[config.mk]
export PLATFORM = sky130hd
export DESIGN_NAME = hex_record_loader
export DESIGN_NICKNAME = d
export VERILOG_FILES = /design/src/rtl/hex_record_loader.sv
export SDC_FILE = /design/constraint.sdc
export NUM_CORES = 1
export LEC_CHECK = 0
export BUFFER_PORTS_ARGS = -buffer_cell sky130_fd_sc_hd__buf_2
export CORE_MARGIN = 2
export CORE_UTILIZATION = 63
export CTS_CLUSTER_SIZE = 28
export DETAILED_ROUTE_END_ITERATION = 7
export PLACE_DENSITY = 0.92
export SLEW_MARGIN = 15
export SYNTH_ARGS = -nofsm -noshare
export SYNTH_HDL_FRONTEND = slang
export SYNTH_SLANG_ARGS = --single-unit
[constraint.sdc]
create_clock -name clk -period 6.7 [get_ports clk]
set_input_delay 0.335 -clock clk [delete_from_list [all_inputs] [get_ports clk]]
set_output_delay 0.335 -clock clk [all_outputs]
set_load 0.03 [all_outputs]
[src/rtl/hex_record_loader.sv]
module hex_record_loader #(
  parameter int AW     = 16,
  parameter int MAXLEN = 32
) (
  input  logic          clk,
  input  logic          rst_n,
  input  logic          start_i,
  input  logic          verify_i,
  input  logic          rx_valid_i,
  input  logic [7:0]    rx_data_i,
  output logic          tx_valid_o,
  output logic [7:0]    tx_data_o,
  output logic [AW-1:0] mem_addr_o,
  output logic [7:0]    mem_wdata_o,
  output logic          mem_we_o,
  input  logic [7:0]    mem_rdata_i,
  output logic          active_o,
  output logic          done_o
);
  localparam int         KW   = $clog2(MAXLEN + 1);
  localparam int         IW   = $clog2(MAXLEN + 5);
  localparam logic [7:0] MAXB = 8'(MAXLEN);
  localparam logic [7:0] ACK  = 8'h41;
  localparam logic [7:0] NAK  = 8'h4E;
  localparam logic [7:0] SOR  = 8'h3A;

  typedef enum logic [2:0] {S_IDLE, S_SYNC, S_HEX, S_WR, S_VER} st_t;

  st_t            st_q;
  logic           verify_q, half_q, miss_q;
  logic [3:0]     nib_q;
  logic [IW-1:0]  bidx_q;
  logic [7:0]     cnt_q, type_q, sum_q;
  logic [15:0]    base_q;
  logic [KW-1:0]  k_q;
  logic [7:0]     dbuf_q [MAXLEN];
  logic           tx_valid_q, done_q;
  logic [7:0]     tx_data_q;

  logic           hv;
  logic [3:0]     hn;
  logic [7:0]     byte_w, sum_n;
  logic           is_ck, take_byte, dbuf_we, mis_now, wr_last;

  always_comb begin
    hv = 1'b1;
    hn = 4'd0;
    if (rx_data_i >= 8'h30 && rx_data_i <= 8'h39)      hn = rx_data_i[3:0];
    else if (rx_data_i >= 8'h41 && rx_data_i <= 8'h46) hn = rx_data_i[3:0] + 4'd9;
    else if (rx_data_i >= 8'h61 && rx_data_i <= 8'h66) hn = rx_data_i[3:0] + 4'd9;
    else                                               hv = 1'b0;
  end

  assign byte_w    = {nib_q, hn};
  assign sum_n     = sum_q + byte_w;
  assign is_ck     = ({1'b0, cnt_q} + 9'd4) == 9'(bidx_q);
  assign take_byte = (st_q == S_HEX) && rx_valid_i && hv && half_q;
  assign dbuf_we   = take_byte && (bidx_q >= IW'(4)) && !is_ck;
  assign mis_now   = (k_q != '0) && (mem_rdata_i != dbuf_q[k_q - KW'(1)]);
  assign wr_last   = (8'(k_q) + 8'd1) == cnt_q;

  always_ff @(posedge clk) begin
    if (dbuf_we) dbuf_q[KW'(bidx_q - IW'(4))] <= byte_w;
  end

  always_ff @(posedge clk) begin
    if (!rst_n) begin
      st_q       <= S_IDLE;
      verify_q   <= 1'b0;
      half_q     <= 1'b0;
      miss_q     <= 1'b0;
      nib_q      <= '0;
      bidx_q     <= '0;
      cnt_q      <= '0;
      type_q     <= '0;
      sum_q      <= '0;
      base_q     <= '0;
      k_q        <= '0;
      tx_valid_q <= 1'b0;
      tx_data_q  <= '0;
      done_q     <= 1'b0;
    end else begin
      tx_valid_q <= 1'b0;
      done_q     <= 1'b0;
      unique case (st_q)
        S_IDLE: if (start_i) begin
          verify_q   <= verify_i;
          st_q       <= S_SYNC;
          tx_valid_q <= 1'b1;
          tx_data_q  <= ACK;
        end
        S_SYNC: if (rx_valid_i && rx_data_i == SOR) begin
          st_q   <= S_HEX;
          half_q <= 1'b0;
          bidx_q <= '0;
          sum_q  <= '0;
        end
        S_HEX: if (rx_valid_i) begin
          if (rx_data_i == SOR) begin
            tx_valid_q <= 1'b1;
            tx_data_q  <= NAK;
            half_q     <= 1'b0;
            bidx_q     <= '0;
            sum_q      <= '0;
          end else if (!hv) begin
            tx_valid_q <= 1'b1;
            tx_data_q  <= NAK;
            st_q       <= S_SYNC;
          end else if (!half_q) begin
            nib_q  <= hn;
            half_q <= 1'b1;
          end else begin
            half_q <= 1'b0;
            sum_q  <= sum_n;
            bidx_q <= bidx_q + IW'(1);
            if (bidx_q == IW'(0)) begin
              cnt_q <= byte_w;
              if (byte_w > MAXB) begin
                tx_valid_q <= 1'b1;
                tx_data_q  <= NAK;
                st_q       <= S_SYNC;
              end
            end else if (bidx_q == IW'(1)) begin
              base_q[15:8] <= byte_w;
            end else if (bidx_q == IW'(2)) begin
              base_q[7:0] <= byte_w;
            end else if (bidx_q == IW'(3)) begin
              type_q <= byte_w;
            end else if (is_ck) begin
              k_q    <= '0;
              miss_q <= 1'b0;
              if (sum_n != 8'd0 || type_q > 8'd1) begin
                tx_valid_q <= 1'b1;
                tx_data_q  <= NAK;
                st_q       <= S_SYNC;
              end else if (type_q == 8'd1) begin
                tx_valid_q <= 1'b1;
                tx_data_q  <= ACK;
                done_q     <= 1'b1;
                st_q       <= S_IDLE;
              end else if (cnt_q == 8'd0) begin
                tx_valid_q <= 1'b1;
                tx_data_q  <= ACK;
                st_q       <= S_SYNC;
              end else begin
                st_q <= verify_q ? S_VER : S_WR;
              end
            end
          end
        end
        S_WR: begin
          k_q <= k_q + KW'(1);
          if (wr_last) begin
            tx_valid_q <= 1'b1;
            tx_data_q  <= ACK;
            st_q       <= S_SYNC;
          end
        end
        S_VER: begin
          if (8'(k_q) == cnt_q) begin
            tx_valid_q <= 1'b1;
            tx_data_q  <= (miss_q || mis_now) ? NAK : ACK;
            st_q       <= S_SYNC;
          end else begin
            k_q    <= k_q + KW'(1);
            miss_q <= miss_q | mis_now;
          end
        end
        default: st_q <= S_IDLE;
      endcase
    end
  end

  assign mem_we_o    = (st_q == S_WR);
  assign mem_wdata_o = dbuf_q[k_q];
  assign mem_addr_o  = AW'(base_q + 16'(k_q));
  assign active_o    = (st_q != S_IDLE);
  assign tx_valid_o  = tx_valid_q;
  assign tx_data_o   = tx_data_q;
  assign done_o      = done_q;
endmodule


# == Word level (Yosys, flattened, before mapping) ==
# Memory sizes are Yosys's and may differ from the RTL's. A register that Yosys moved wholly into a read port is not among the register bits.
# Index checks and enable logic that the tools add are counted.
# Widths: inputs -> output; s select.
# op_classes
bitwise_logic,11
magnitude_cmp,9
n_mux,105
eq_ne,42
add_sub_neg,9
reduce_logical,36
# op_table
cell,count
$mux 8,21
$mux 6,15
$mux 3,18
$mux 1,37
$pmux 8 s4,1
$ne 2x2->1 const B,13
$reduce_and 12->1,2
$reduce_and 11->1,2
$pmux 6 s3,1
$add 16x6->16,1
$ge 8x7->1 const B,2
$le 8x7->1 const B,2
$mux 4,4
$pmux 8 s2,1
$ne 5x5->1 const B,3
$pmux 3 s5,1
$add 6x1->6 const B,2
$eq 6x2->1 const B,2
$ne 4x3->1 const B,3
$ne 4x4->1 const B,3
$pmux 6 s2,1
$reduce_or 12->1,1
$logic_and 1x1->1,10
$mux 5,2
other kinds (48),64
# totals
memories,1
out_inout_bits,36
mem_bits_rw,256
word_cells,228
ff_bits,72
# memory_table
memory,depth,width,read_ports,rd_ports_with_merged_regs,wr,line,source
dbuf_q,32,8,2,1,1,36,logic [7:0] dbuf_q [MAXLEN];

# == Logic depth before layout (Yosys ltp) ==
# depth
ltp_word,19
mapped_depth,17
mapped_depth_nobuf,17

# == Least setup slack after synthesis ==
# OpenSTA, ideal clock, no wires.
# synth_path
path_kind,input -> register
from,input port rx_data_i[3]
to,register st_q[0]
arrival_ns,5.475
path_slack_ns,1.097
cell_stages,14
cell_sequence,or4b_1 a311oi_1 nor2_1 nor2b_1 inv_1 fa_1 xnor2_1 or4b_1 or3_1 or4_4 or2_1 or4_1 a21oi_1 a21oi_1
# synth_between
elab_chain_cells,19
word_cells_on_any_way,42
# synth_rtl
item,line,source
"start, declared",10,"input logic [7:0] rx_data_i,"
$ge 8x7->1 or $le 8x7->1 (tied branches),50,else if (rx_data_i >= 8'h61 && rx_data_i <= 8'h66) hn = rx_data_i[3:0] + 4'd9;
$logic_and 1x1->1,50,
$mux 4,50,
$mux 4,49,else if (rx_data_i >= 8'h41 && rx_data_i <= 8'h46) hn = rx_data_i[3:0] + 4'd9;
$mux 4 (*),48,if (rx_data_i >= 8'h30 && rx_data_i <= 8'h39) hn = rx_data_i[3:0];
via hn[1],41,logic [3:0] hn;
$add 8x8->8,55,assign sum_n = sum_q + byte_w;
$reduce_bool 8->1,132,if (sum_n != 8'd0 || type_q > 8'd1) begin
(+4 left out),-,
$mux 3,125,end else if (bidx_q == IW'(2)) begin
$mux 3,123,end else if (bidx_q == IW'(1)) begin
$mux 3,116,if (bidx_q == IW'(0)) begin
$mux 3,109,end else if (!half_q) begin
$mux 3,105,end else if (!hv) begin
$mux 3,99,if (rx_data_i == SOR) begin
$mux 3,98,S_HEX: if (rx_valid_i) begin
$pmux 3 s5,85,unique case (st_q)
"end signal, assigned",146,st_q <= verify_q ? S_VER : S_WR;
"end, declared",29,st_t st_q;
# Mark *: on every way through the listed nets, which the timed path passes. The rest lies on a longest branch. The select of a mux whose other input is x is not followed.
# A chain may end at the register's enable or synchronous reset.

# == Worst setup path in the final report ==
# Same ends and word-level chain as after synthesis.

==> results.env <==
WORST_CLOCK_SKEW_NS=0.0228
SYNTHADDERAREAFRAC_PCT=2.41
START_UTIL_PCT=64.1
FINAL.PERIOD_UTILIZATION_PCT=75.9
POST_ROUTE_SETUP_TNS_NS=0
CAP_VIOL_MAX_COUNT=0
CLK_PATH_BUF_DEPTH=3
AREA_FRACTION_OF_THE_DOMINANT_CELL_TYPE_AFTER_SYNTHESIS_PCT=46.0
WIRELENGTH_MM=44.4
CTS_MADE_BUFFERS=34
SYNTH.YOSYS.SEQ_AREA_SHARE_PCT=54.6
TIMING.CRITICAL_PATH.SLOWEST_STAGE_CELL='sky130_fd_sc_hd__or4b_1'
FINALNETCOUNT=1252
SWITCHING_SHARE_PCT=22.1
SYNTH_TOP_AREA_CELL='sky130_fd_sc_hd__edfxtp_1'
SYNTH-EDFF-COUNT=256
MAX_CLOCK_FREQ_GHz=0.197
YOSYS.CELL_TYPES.COUNT=69
VIAS_IN_THE_FIRST_GLOBAL_ROUTE=11100
DIEWIDTH_UM=167
POST_DETAIL_PLACE_HPWL_MM=28.3
CLK-INSERTION-DELAY-LATE_NS=0.53
SYNTH_TOP_FAMILY_BY_AREA='multiplexers'
CTSRESIZECOUNT=0
POWER-PER-CELL-AREA_nW_PER_UM2=229
NETSWITCHINGPOWER_W=0.000928
VDD_DROP_MAX_uV=208
FINALHOLDVIOLATIONS=0
CTS-HOLD-FIX-BUFFERS=0
DRIVE_GT1_SHARE_PCT=24.0
VIAS_PER_CELL=7.19
TIMING.SLEW.HEADROOM_PCT=10.3
POWER.LEAKAGE_nW=5.47
NETLIST_TOP_CELLS_AREA='sky130_fd_sc_hd__edfxtp_1, sky130_fd_sc_hd__mux4_2, sky130_fd_sc_hd__dfxtp_1, sky130_fd_sc_hd__mux2i_1, sky130_fd_sc_hd__ha_1'
GRT_SETUP_UNREPAIRED='no'
CLOCKROOTBUFFER='sky130_fd_sc_hd__clkbuf_16'
WORST-ENDPOINT-REQUIRED_NS=7.11
DP.CELLS=1498
CRITPATHKIND='in -> reg'
XOR_XNOR_CELL_AREA_SHARE_OF_THE_YOSYS_NETLIST_PCT=2.73
CTS_TREE='done'
GLOBALROUTE.TOTALOVERFLOW=0
AREA_DELTA_SYNTH_FINAL_PCT=9.68
INSERTEDDIODECOUNT=0
POST_SYNTHESIS_COMPOUND_GATE_AREA_FRACTION_PCT=5.41
HTREE_NUM_LEVELS=2
POSTSYNTHAREAPERCELL_UM2=14.4
ROUTE.ANTENNA.REMAINING_NETS=0
SYNTHESIS.YOSYS.WARNINGS=0
PORT_BUFFERS=53
RUN_STATUS='completed'
CPPEAKSTAGEDELAY_NS=0.56
INITIALDRTVIOLATIONCOUNT=1596
YS_SEQ_ELEMENTS=328
TIMING.FINAL.MAX_SLEW_VIOLATIONS=0
CRITPATHARRIVALTIME_NS=5.49
CRIT_PATH_END_KIND='flip-flop'
CRITICAL_PATH.TOP_DELAY_FAMILY='simple AND/OR/NAND/NOR gates'
CP_CELL_SEQUENCE='buf_2, or4b_1, a311oi_1, nor2_1, nor2b_2, buf_4, inv_1, fa_1, xnor2_1, or4b_1, or3_1, or4_4, or2_1, or4_1, a21oi_1, a21oi_1'
ROWS=59
MAX_SLEW.WORST_PIN.SLEW_NS=1.34
INTPOWER_W=0.00327
MULTIPLEXER_AREA_FRACTION_AFTER_SYNTHESIS_PCT=22.8
POST_SYN_AREA_UM2=16700
SYNTH_SIMPLE_GATE_AREA_SHARE_PCT=9.59
CLK_TRANSITION_REPORTED_PATHS_NS=0.06
NETLIST_INSTANCES=1163
POST_ROUTE_MINIMUM_PERIOD_NS=5.09
RESIDUAL_DRC_COUNT=0
WORSTHOLDPATHTYPE='in -> reg'
NUM_IO_PINS=57
CLOCK_SINK_COUNT=328
SETUP_VIOLATIONS=0
CRITICAL_PATH_PEAK_FANOUT=38
GRT_PASS1_WL_MM=67.4
PWR-SHARE-SEQ_PCT=52.1
SYNTHARSTFLOPSHARE_PCT=0
FINAL_CELLS=1557
DIE_AREA_UM2=27800
GRT_MAX_DEGREE=66
POSTCTSSETUPBUFFERS=0
FIRST_PASS_ITERS=5
TOP_REG_CELL_SYNTH='sky130_fd_sc_hd__edfxtp_1'
DIE-HEIGHT_UM=167
GLOBALPLACE.CONGESTION=0.918
CLKPWRFRAC_PCT=43.3
CRIT_BUF_INV=3
VIAS=11200
WIRE_PER_INST_UM=28.5
TRACK_USAGE_PCT=32.1
CRIT_PATH_START_KIND='primary input'
CORE_AREA_UM2=26100
GRT_ANTENNA_BEFORE_REPAIR=0
COMBINATIONALPOWERSHARE_PCT=4.5
## cells in the mapped netlist (3+ instances only)
cell,instances
sky130_fd_sc_hd__inv_1,27
sky130_fd_sc_hd__nor4_1,7
sky130_fd_sc_hd__a211oi_1,5
sky130_fd_sc_hd__or3_1,8
sky130_fd_sc_hd__nand2b_1,4
sky130_fd_sc_hd__mux4_2,144
sky130_fd_sc_hd__dfxtp_1,72
sky130_fd_sc_hd__nand3b_1,4
sky130_fd_sc_hd__or4b_1,3
sky130_fd_sc_hd__or4_1,4
sky130_fd_sc_hd__a22oi_1,8
sky130_fd_sc_hd__and2_1,4
sky130_fd_sc_hd__nor3b_1,5
sky130_fd_sc_hd__nor2_1,70
sky130_fd_sc_hd__nor2b_1,48
sky130_fd_sc_hd__o21bai_1,3
sky130_fd_sc_hd__buf_1,19
sky130_fd_sc_hd__buf_4,5
sky130_fd_sc_hd__nand4_1,11
sky130_fd_sc_hd__o31ai_1,4
sky130_fd_sc_hd__and3_1,4
sky130_fd_sc_hd__o22ai_1,4
sky130_fd_sc_hd__mux2i_1,46
sky130_fd_sc_hd__o21a_1,4
sky130_fd_sc_hd__or2_2,5
sky130_fd_sc_hd__xor2_1,21
sky130_fd_sc_hd__nand2_1,89
sky130_fd_sc_hd__o31a_1,3
sky130_fd_sc_hd__mux2_2,10
sky130_fd_sc_hd__nand3_1,22
sky130_fd_sc_hd__clkbuf_1,44
sky130_fd_sc_hd__buf_2,4
sky130_fd_sc_hd__o21ai_0,37
sky130_fd_sc_hd__a21oi_1,22
sky130_fd_sc_hd__edfxtp_1,256
sky130_fd_sc_hd__a21boi_0,21
sky130_fd_sc_hd__ha_1,29
sky130_fd_sc_hd__a21o_1,5
sky130_fd_sc_hd__nor3_1,13
sky130_fd_sc_hd__xnor2_1,31
## cell type report
cell class,count,area [um^2]
flip-flops and latches,328,9140
fillers,1608,7730
multi-input cells,738,7230
clock buffers,46,927
well taps,335,419
repair buffers,71,398
clock inverters,12,113
inverters,27,101
## worst paths after layout
path,cells past startpoint,end,slack [ns],from
worst min-delay path,3,verify_q,0.07,verify_i
worst min register to register,2,tx_data_o[6],0.46,tx_data_o[6]
worst max register to register,13,tx_data_o[3],2.13,k_q[0]
worst max-delay path,16,st_q[0],1.61,rx_data_i[3]
## registers in the layout, summed over array words and instances, names as in the netlist, named ones only
signal	cells
sum_q	8
verify_q	1
base_q	16
tx_valid_o	1
half_q	1
type_q	8
cnt_q	8
tx_data_o	3
dbuf_q	256
bidx_q	6
miss_q	1
k_q	6
st_q	3
nib_q	4
done_o	1
## layout by cell type (no fill, tap or decap), types with 4 or more instances in the layout
cell / n
sky130_fd_sc_hd__nor3_1: 13
sky130_fd_sc_hd__or3_1: 8
sky130_fd_sc_hd__inv_1: 27
sky130_fd_sc_hd__nand2b_1: 4
sky130_fd_sc_hd__clkinv_2: 4
sky130_fd_sc_hd__a21oi_1: 22
sky130_fd_sc_hd__nand4_1: 11
sky130_fd_sc_hd__o21ai_0: 37
sky130_fd_sc_hd__xnor2_1: 30
sky130_fd_sc_hd__clkbuf_1: 10
sky130_fd_sc_hd__buf_2: 54
sky130_fd_sc_hd__nor3b_1: 5
sky130_fd_sc_hd__buf_4: 17
sky130_fd_sc_hd__nor2b_1: 46
sky130_fd_sc_hd__clkbuf_16: 35
sky130_fd_sc_hd__dfxtp_1: 69
sky130_fd_sc_hd__nand3_1: 22
sky130_fd_sc_hd__or2_2: 5
sky130_fd_sc_hd__xor2_1: 20
sky130_fd_sc_hd__mux2i_1: 46
sky130_fd_sc_hd__and3_1: 4
sky130_fd_sc_hd__nor2_1: 70
sky130_fd_sc_hd__edfxtp_1: 256
sky130_fd_sc_hd__a21boi_0: 21
sky130_fd_sc_hd__a22oi_1: 8
sky130_fd_sc_hd__a211oi_1: 5
sky130_fd_sc_hd__o22ai_1: 4
sky130_fd_sc_hd__nor4_1: 7
sky130_fd_sc_hd__nand3b_1: 4
sky130_fd_sc_hd__or4_1: 4
sky130_fd_sc_hd__mux2_2: 10
sky130_fd_sc_hd__a21o_1: 5
sky130_fd_sc_hd__nand2_1: 89
sky130_fd_sc_hd__mux4_2: 144
sky130_fd_sc_hd__ha_1: 28
sky130_fd_sc_hd__and2_1: 4
sky130_fd_sc_hd__o21a_1: 4
## logic make-up (layout without fill, tap and decap cells)
group | after synthesis | after routing
DFF | 328 | 328
and+or+nand+nor | 315 | 315
muxes | 200 | 200
AOI/OAI and AO/OA | 137 | 137
buffers and inverters | 99 | 156
xor gates and xnor gates | 52 | 52
adders and majority gates | 31 | 31
other | 1 | 3
## routing by layer
| metal | vias up | share of wire (%) | track usage (%) |
|---|---|---|---|
| met3 | 142 | 11 | 6.73 |
| li1 | 4603 | - | - |
| met4 | 0 | 3.9 | 11.5 |
| met2 | 846 | 50 | 52.9 |
| met5 | - | 0 | 0 |
| met1 | 5598 | 36 | 42.9 |
## stage by stage
stage                     power, W  util, %  setup WS (ns)  instance area, um^2  hold WS, ns
after floorplan            0.00236        -           1.10                16700        0.445
after global placement     0.00241     66.3           1.37                17300        0.443
after detailed placement   0.00241     66.3           1.18                17300        0.458
after CTS                  0.00420     70.3           1.68                18300       0.0689
after global routing       0.00429     70.3           1.31                18300       0.0775
final                      0.00419     70.3           1.61                18300       0.0735
## worst reg2reg max path: cells and delay by family, from the launching register on
| kind | cells | cell delay [ns] |
|---|---|---|
| adders and majority gates | 1 | 0.74 |
| AOI/OAI and AO/OA | 2 | 0.49 |
| xor gates and xnor gates | 1 | 0.17 |
| DFF | 1 | 0.74 |
| buffers and inverters | 3 | 0.84 |
| and+or+nand+nor | 4 | 0.80 |
| muxes | 2 | 0.71 |
## power by group through the flow
stage	registers, W	clock network (W)	logic, W
floorplan	0.00223	0	0.000132
detailed placement	0.00223	0	0.000185
global route	0.00219	0.00190	0.000202
CTS	0.00219	0.00182	0.000188
global placement	0.00223	0	0.000180
finish	0.00219	0.00182	0.000190
Power figures use the tool's default switching activity.
